===== src/rtl/vb_pkg.sv =====
package vb_pkg;
    typedef enum logic [2:0] {
        S_IDLE,
        S_LOOK,
        S_WBACK,
        S_FETCH,
        S_WAIT,
        S_FILL
    } vb_state_e;
endpackage


===== src/rtl/vb_match.sv =====
module vb_match #(
    parameter int N  = 4,
    parameter int AW = 26,
    parameter int IW = 2
) (
    input  logic [N-1:0]         valid,
    input  logic [N-1:0][AW-1:0] tags,
    input  logic [AW-1:0]        key,
    output logic [N-1:0]         hit_vec,
    output logic                 any_hit,
    output logic [IW-1:0]        hit_idx
);
    for (genvar g = 0; g < N; g++) begin : g_cmp
        assign hit_vec[g] = valid[g] && (tags[g] == key);
    end

    assign any_hit = |hit_vec;

    always_comb begin
        hit_idx = '0;
        for (int i = 0; i < N; i++) begin
            if (hit_vec[i]) hit_idx = IW'(i);
        end
    end
endmodule


===== src/rtl/vb_lru.sv =====
module vb_lru #(
    parameter int N  = 4,
    parameter int IW = 2
) (
    input  logic          clk,
    input  logic          rst_n,
    input  logic          touch,
    input  logic [IW-1:0] touch_idx,
    output logic [IW-1:0] oldest_idx
);
    logic [N-1:0][IW-1:0] rank;
    logic [N-1:0]         is_new;
    logic [N-1:0]         is_old;

    always_ff @(posedge clk) begin
        if (!rst_n) begin
            for (int i = 0; i < N; i++) rank[i] <= IW'(i);
        end else if (touch) begin
            for (int i = 0; i < N; i++) begin
                if (IW'(i) == touch_idx)
                    rank[i] <= '0;
                else if (rank[i] < rank[touch_idx])
                    rank[i] <= rank[i] + 1'b1;
            end
        end
    end

    for (genvar g = 0; g < N; g++) begin : g_flag
        assign is_new[g] = (rank[g] == '0);
        assign is_old[g] = (rank[g] == IW'(N - 1));
    end

    always_comb begin
        oldest_idx = '0;
        for (int i = 0; i < N; i++) begin
            if (is_old[i]) oldest_idx = IW'(i);
        end
    end

    // recency order is a permutation, so one newest and one oldest exist
    assert_rank_newest_R7: assert property (@(posedge clk) disable iff (!rst_n)
        $countones(is_new) == 1);
    assert_rank_oldest_R7: assert property (@(posedge clk) disable iff (!rst_n)
        $countones(is_old) == 1);
    assert_touch_newest_R7: assert property (@(posedge clk) disable iff (!rst_n)
        touch |=> is_new[$past(touch_idx)]);
endmodule


===== src/rtl/victim_buffer.sv =====
module victim_buffer
    import vb_pkg::*;
#(
    parameter int ENTRIES = 4,
    parameter int AW      = 26,
    parameter int DW      = 64
) (
    input  logic          clk,
    input  logic          rst_n,
    input  logic          prb_valid,
    output logic          prb_ready,
    input  logic [AW-1:0] prb_addr,
    input  logic          dsp_valid,
    input  logic [AW-1:0] dsp_addr,
    input  logic          dsp_dirty,
    input  logic [DW-1:0] dsp_data,
    output logic          lk_done,
    output logic          lk_hit,
    output logic [DW-1:0] lk_data,
    output logic          lk_dirty,
    output logic          fill_valid,
    output logic [DW-1:0] fill_data,
    output logic          mem_req_valid,
    input  logic          mem_req_ready,
    output logic [AW-1:0] mem_req_addr,
    input  logic          mem_rsp_valid,
    input  logic [DW-1:0] mem_rsp_data,
    output logic          wb_valid,
    input  logic          wb_ready,
    output logic [AW-1:0] wb_addr,
    output logic [DW-1:0] wb_data
);
    localparam int IW = (ENTRIES > 1) ? $clog2(ENTRIES) : 1;

    vb_state_e state, state_nx;

    logic [ENTRIES-1:0]         ent_v;
    logic [ENTRIES-1:0]         ent_dirty;
    logic [ENTRIES-1:0][AW-1:0] ent_a;
    logic [ENTRIES-1:0][DW-1:0] ent_data;

    logic [AW-1:0] req_q;
    logic          dsp_v_q;
    logic [AW-1:0] dsp_a_q;
    logic          dsp_dt_q;
    logic [DW-1:0] dsp_dat_q;
    logic [IW-1:0] vsel_q;
    logic [DW-1:0] fill_q;

    logic [ENTRIES-1:0] hit_vec;
    logic               any_hit;
    logic [IW-1:0]      hit_idx;
    logic [IW-1:0]      oldest_idx;
    logic [IW-1:0]      vsel;
    logic               need_wb;
    logic               wr_en;
    logic [IW-1:0]      wr_idx;
    logic               touch;

    vb_match #(.N(ENTRIES), .AW(AW), .IW(IW)) u_match (
        .valid   (ent_v),
        .tags    (ent_a),
        .key     (req_q),
        .hit_vec (hit_vec),
        .any_hit (any_hit),
        .hit_idx (hit_idx)
    );

    vb_lru #(.N(ENTRIES), .IW(IW)) u_lru (
        .clk        (clk),
        .rst_n      (rst_n),
        .touch      (touch),
        .touch_idx  (wr_idx),
        .oldest_idx (oldest_idx)
    );

    // slot for a new line: lowest free entry, else the oldest one
    always_comb begin
        vsel = oldest_idx;
        for (int i = ENTRIES - 1; i >= 0; i--) begin
            if (!ent_v[i]) vsel = IW'(i);
        end
    end
    assign need_wb = ent_v[vsel] && ent_dirty[vsel];

    // entry write control
    always_comb begin
        wr_en  = 1'b0;
        wr_idx = vsel;
        if (state == S_LOOK) begin
            if (any_hit) begin
                wr_en  = 1'b1;
                wr_idx = hit_idx;
            end else if (dsp_v_q && !need_wb) begin
                wr_en  = 1'b1;
            end
        end else if (state == S_WBACK && wb_ready) begin
            wr_en  = 1'b1;
            wr_idx = vsel_q;
        end
    end
    assign touch = wr_en && dsp_v_q;

    always_ff @(posedge clk) begin
        if (!rst_n) begin
            ent_v     <= '0;
            ent_dirty <= '0;
            ent_a     <= '0;
            ent_data  <= '0;
        end else if (wr_en) begin
            ent_v[wr_idx]     <= dsp_v_q;
            ent_dirty[wr_idx] <= dsp_dt_q;
            ent_a[wr_idx]     <= dsp_a_q;
            ent_data[wr_idx]  <= dsp_dat_q;
        end
    end

    // request capture
    always_ff @(posedge clk) begin
        if (!rst_n) begin
            req_q     <= '0;
            dsp_v_q   <= 1'b0;
            dsp_a_q   <= '0;
            dsp_dt_q  <= 1'b0;
            dsp_dat_q <= '0;
            vsel_q    <= '0;
            fill_q    <= '0;
        end else begin
            if (state == S_IDLE && prb_valid) begin
                req_q     <= prb_addr;
                dsp_v_q   <= dsp_valid;
                dsp_a_q   <= dsp_addr;
                dsp_dt_q  <= dsp_dirty;
                dsp_dat_q <= dsp_data;
            end
            if (state == S_LOOK) vsel_q <= vsel;
            if (state == S_WAIT && mem_rsp_valid) fill_q <= mem_rsp_data;
        end
    end

    // next state
    always_comb begin
        state_nx = state;
        unique case (state)
            S_IDLE:  if (prb_valid) state_nx = S_LOOK;
            S_LOOK: begin
                if (any_hit)                 state_nx = S_IDLE;
                else if (dsp_v_q && need_wb) state_nx = S_WBACK;
                else                         state_nx = S_FETCH;
            end
            S_WBACK: if (wb_ready)      state_nx = S_FETCH;
            S_FETCH: if (mem_req_ready) state_nx = S_WAIT;
            S_WAIT:  if (mem_rsp_valid) state_nx = S_FILL;
            S_FILL:  state_nx = S_IDLE;
            default: state_nx = S_IDLE;
        endcase
    end

    always_ff @(posedge clk) begin
        if (!rst_n) state <= S_IDLE;
        else        state <= state_nx;
    end

    // outputs
    always_comb begin
        prb_ready     = 1'b0;
        lk_done       = 1'b0;
        lk_hit        = 1'b0;
        lk_data       = '0;
        lk_dirty      = 1'b0;
        fill_valid    = 1'b0;
        fill_data     = '0;
        mem_req_valid = 1'b0;
        mem_req_addr  = '0;
        wb_valid      = 1'b0;
        wb_addr       = '0;
        wb_data       = '0;
        unique case (state)
            S_IDLE: prb_ready = 1'b1;
            S_LOOK: begin
                lk_done = 1'b1;
                lk_hit  = any_hit;
                if (any_hit) begin
                    lk_data  = ent_data[hit_idx];
                    lk_dirty = ent_dirty[hit_idx];
                end
            end
            S_WBACK: begin
                wb_valid = 1'b1;
                wb_addr  = ent_a[vsel_q];
                wb_data  = ent_data[vsel_q];
            end
            S_FETCH: begin
                mem_req_valid = 1'b1;
                mem_req_addr  = req_q;
            end
            S_WAIT: ;
            S_FILL: begin
                fill_valid = 1'b1;
                fill_data  = fill_q;
            end
            default: ;
        endcase
    end

    // assertions
    assert_probe_done_R2: assert property (@(posedge clk) disable iff (!rst_n)
        prb_valid && prb_ready |=> lk_done);
    assert_busy_R2: assert property (@(posedge clk) disable iff (!rst_n)
        lk_done |-> !prb_ready);
    assert_match_unique_R3: assert property (@(posedge clk) disable iff (!rst_n)
        $onehot0(hit_vec));
    assert_hit_quiet_R4: assert property (@(posedge clk) disable iff (!rst_n)
        lk_done && lk_hit |=> prb_ready && !mem_req_valid && !wb_valid);
    assert_req_hold_R5: assert property (@(posedge clk) disable iff (!rst_n)
        mem_req_valid && !mem_req_ready |=> mem_req_valid && $stable(mem_req_addr));
    assert_fill_follows_R5: assert property (@(posedge clk) disable iff (!rst_n)
        state == S_WAIT && mem_rsp_valid |=> fill_valid);
    assert_wb_then_req_R7: assert property (@(posedge clk) disable iff (!rst_n)
        wb_valid && wb_ready |=> mem_req_valid);
    assert_wb_hold_R7: assert property (@(posedge clk) disable iff (!rst_n)
        wb_valid && !wb_ready |=> wb_valid && $stable(wb_addr));
endmodule


===== config.mk =====
export PLATFORM = sky130hd
export DESIGN_NAME = victim_buffer
export DESIGN_NICKNAME = d
export VERILOG_FILES = /design/src/rtl/vb_pkg.sv /design/src/rtl/vb_match.sv /design/src/rtl/vb_lru.sv /design/src/rtl/victim_buffer.sv
export SDC_FILE = /design/constraint.sdc
export NUM_CORES = 2
export LEC_CHECK = 0
export ABC_CLOCK_PERIOD_IN_PS = 3890
export BUFFER_PORTS_ARGS = -buffer_cell sky130_fd_sc_hd__buf_4
export CAP_MARGIN = 20
export CORE_MARGIN = 1
export CORE_UTILIZATION = 52
export DETAILED_ROUTE_END_ITERATION = 6
export GPL_ROUTABILITY_DRIVEN = 0
export GPL_TIMING_DRIVEN = 1
export PLACE_DENSITY = 0.76
export SLEW_MARGIN = 40
export SYNTH_ARGS = -nofsm -noshare
export SYNTH_HDL_FRONTEND = slang
export SYNTH_HIERARCHICAL = 1
export SYNTH_SLANG_ARGS = --single-unit

===== constraint.sdc =====
create_clock -name clk -period 3.89 [get_ports clk]
set_input_delay 0.1945 -clock clk [delete_from_list [all_inputs] [get_ports clk]]
set_output_delay 0.1945 -clock clk [all_outputs]
set_load 0.05 [all_outputs]

==> impl_metrics.json <==
{
  "status": "completed",
  "cap_violations": 0,
  "num_rows": 84,
  "die_h_um": 232.7,
  "required_ns": 4.44,
  "drive_gt1_share_pct": 23.79,
  "grt_util_met3_pct": 6.483,
  "crit_path_cell_trace": "xor2_1 -> nor4_1 -> nand3_1 -> o2111ai_4 -> buf_4 -> inv_1 -> a31oi_1 -> nor2_1 -> mux4_2 -> inv_2 -> ha_1 -> nor3b_2 -> nor4b_2 -> a21oi_1 -> nor2_1",
  "fin_crit_ns": 3.865,
  "timing.final.ws_setup_ns": 0.02451,
  "die_area_sq_mm": 0.05414,
  "area_delta_synth_final_pct": 28.41,
  "grt_pass1_vias": 24320,
  "path_clk_slew_ns": 0.06,
  "post-dp-hpwl_mm": 55.31,
  "power_switching_mw": 3.455,
  "period_share_pct": 99.37,
  "maxSlewViolCount": 0,
  "fmax_ghz": 0.2587,
  "crit_start": "req_q[8]$_SDFFE_PN0P_",
  "p_leak_nw": 16.46,
  "final_cell_area_sq_mm": 0.03554,
  "grt_max_degree": 131,
  "drt-initial-drc-count": 1924,
  "use_met2_pct": 51.52,
  "worstPathArrival_ns": 4.41,
  "max-clock-path-buffers": 3,
  "place_area_sq_mm": 0.03145,
  "setup-violations-final": 0,
  "cpMostUsedCell": "nor2_1",
  "total_power_mw": 13.41,
  "grtUsageTotal_pct": 31.62,
  "syn_avg_cell_area_sq_um": 9.672,
  "cts_sinks": 563,
  "crit_path_start_kind": "flip-flop",
  "syn_inst": 2861,
  "first_pass_iters": 7,
  "hold_viol_final": 0,
  "p_comb_share_pct": 11.8,
  "clk_latency_ns": 0.63,
  "cp_slowest_stage_delay_ns": 0.52,
  "routedWlPerCell_um": 21.31,
  "grt-ovfl-total": 0,
  "fin_worst_skew_ns": 0.02279,
  "synth_nets": 3056,
  "grt_pass1_wl_mm": 134.5,
  "antenna_found_initial": 6,
  "pwr-share-seq_pct": 45.2,
  "r2r-start": "req_q[8]$_SDFFE_PN0P_",
  "cts_tree": "yes",
  "synth_warnings": 6,
  "ios": 439,
  "peakVddDrop_mv": 0.3325,
  "die_w_um": 232.7,
  "fin_cells": 4106,
  "crit_path_end_kind": "flip-flop",
  "cts_buffers": 59,
  "place_inst": 3805,
  "drtAntennaViolNets": 0,
  "route.detailed.drc": 0,
  "holdWs_ns": 0.06096,
  "routed-via-count": 23930,
  "min_from": "prb_addr[5]",
  "p_int_mw": 9.955,
  "via_per_inst": 5.828,
  "grt_busiest_layer": "met2",
  "htreeDepth": 2,
  "critical-path-slowest-cell": "dfxtp_1",
  "io_buffer_count": 438,
  "critical_path.max_fanout": 7,
  "maxSlewHeadroom_pct": 48.37,
  "path_class": "reg -> reg",
  "use_met1_pct": 39.97,
  "p_per_area_mw_per_mm2": 377.4,
  "core-area_sq_mm": 0.05255,
  "clkPwrFrac_pct": 42.9,
  "switching_share_pct": 25.77,
  "synth_area_sq_mm": 0.02767,
  "worstMarginPinSlew_ns": 0.7744,
  "nets": 3563,
  "dp_slack_ns": 0.07990,
  "route.final.wire_length_mm": 87.49,
  "start_util_pct": 52.66,
  "root_buffer": "clkbuf_16",
  "hold_path_class": "in -> reg"
}
-- layout by cell type, fill, tap and decap left out, types with 8 or more instances in the layout --
master / instances
a21boi_0: 185
and2_1: 91
and3_1: 156
buf_12: 17
buf_4: 486
clkbuf_1: 18
clkbuf_16: 59
clkbuf_8: 14
dfxtp_1: 538
dfxtp_2: 19
dlygate4sd3_1: 184
inv_1: 16
mux2i_1: 371
mux4_2: 157
nand2_1: 838
nand4_1: 19
nor2_1: 9
nor3_1: 8
nor4_1: 10
xnor2_1: 51
xnor2_2: 8
xor2_1: 44
-- power by group through the flow --
stage               Combinational, mW  Sequential, mW  Clock [mW]
floorplan                       0.867            6.11           0
global placement                 1.35            6.17           0
detailed placement               1.37            6.18           0
CTS                              1.53            6.05        5.82
global route                     1.68            6.08        6.06
finish                           1.59            6.06        5.76
-- metrics by stage --
step,utilization (%),setup TNS [ns]
final,67.62,0
after global routing,67.61,-0.1513
after CTS,67.24,0
after detailed placement,59.85,0
after global placement,59.85,0
after floorplan,-,0
-- path summary, 6_finish.rpt --
path | slack, ns | endpoint | cells after the start
setup / recovery | 0.02 | u_lru/rank[1]$_SDFFE_PN0P_ | 15
hold reg to reg | 0.46 | fill_q[44]$_SDFFE_PN0P_ | 2
hold / removal | 0.06 | req_q[5]$_SDFFE_PN0P_ | 3
setup reg to reg | 0.02 | u_lru/rank[1]$_SDFFE_PN0P_ | 15
-- final cells by class --
class                           count  area (sq um)
Antenna cell                        5         12.51
Clock buffer                       91          1737
Clock inverter                     15         226.5
Fill cell                        3873         17020
Inverter                           18         72.57
Multi-Input combinational cell   2035         15380
Sequential cell                   563         11320
Tap cell                          688         860.8
Timing Repair Buffer              691          5928
-- routing by layer --
layer,share of wire (%),wire length [um],vias up
met5,0.031,27,-
met4,4.6,3981,4
met3,8.7,7637,250
met2,47,41020,1150
met1,40,34830,11690
li1,-,-,10830
-- critical path: cells and delay by family (launching register included) --
kind	cells	cell delay (ns)
fa+ha+maj	1	0.28
buf+inv	3	0.35
compound gates	3	0.58
flops	1	0.52
xor+xnor	1	0.13
mux	1	0.48
simple gates	6	1.43
-- sequential cells by signal (all words and copies together) (netlist names) --
signal / cells
dsp_v_q: 1
ent_v: 4
state: 3
dsp_dt_q: 1
ent_a: 104
dsp_dat_q: 64
req_q: 26
dsp_a_q: 26
ent_data: 256
fill_q: 64
ent_dirty: 4
vsel_q: 2
u_lru/rank: 8
-- what timing repair did --
action / CTS / global route
gates cloned: 1 / 0
pin swaps: 3 / 6
setup buffers: 3 / 1
endpoints found under the setup margin: 66 / 73
resized for setup: 9 / 36
hold buffers: 183 / 1
endpoints found under the hold margin: 183 / 27
(Power assumes the default switching activity.)
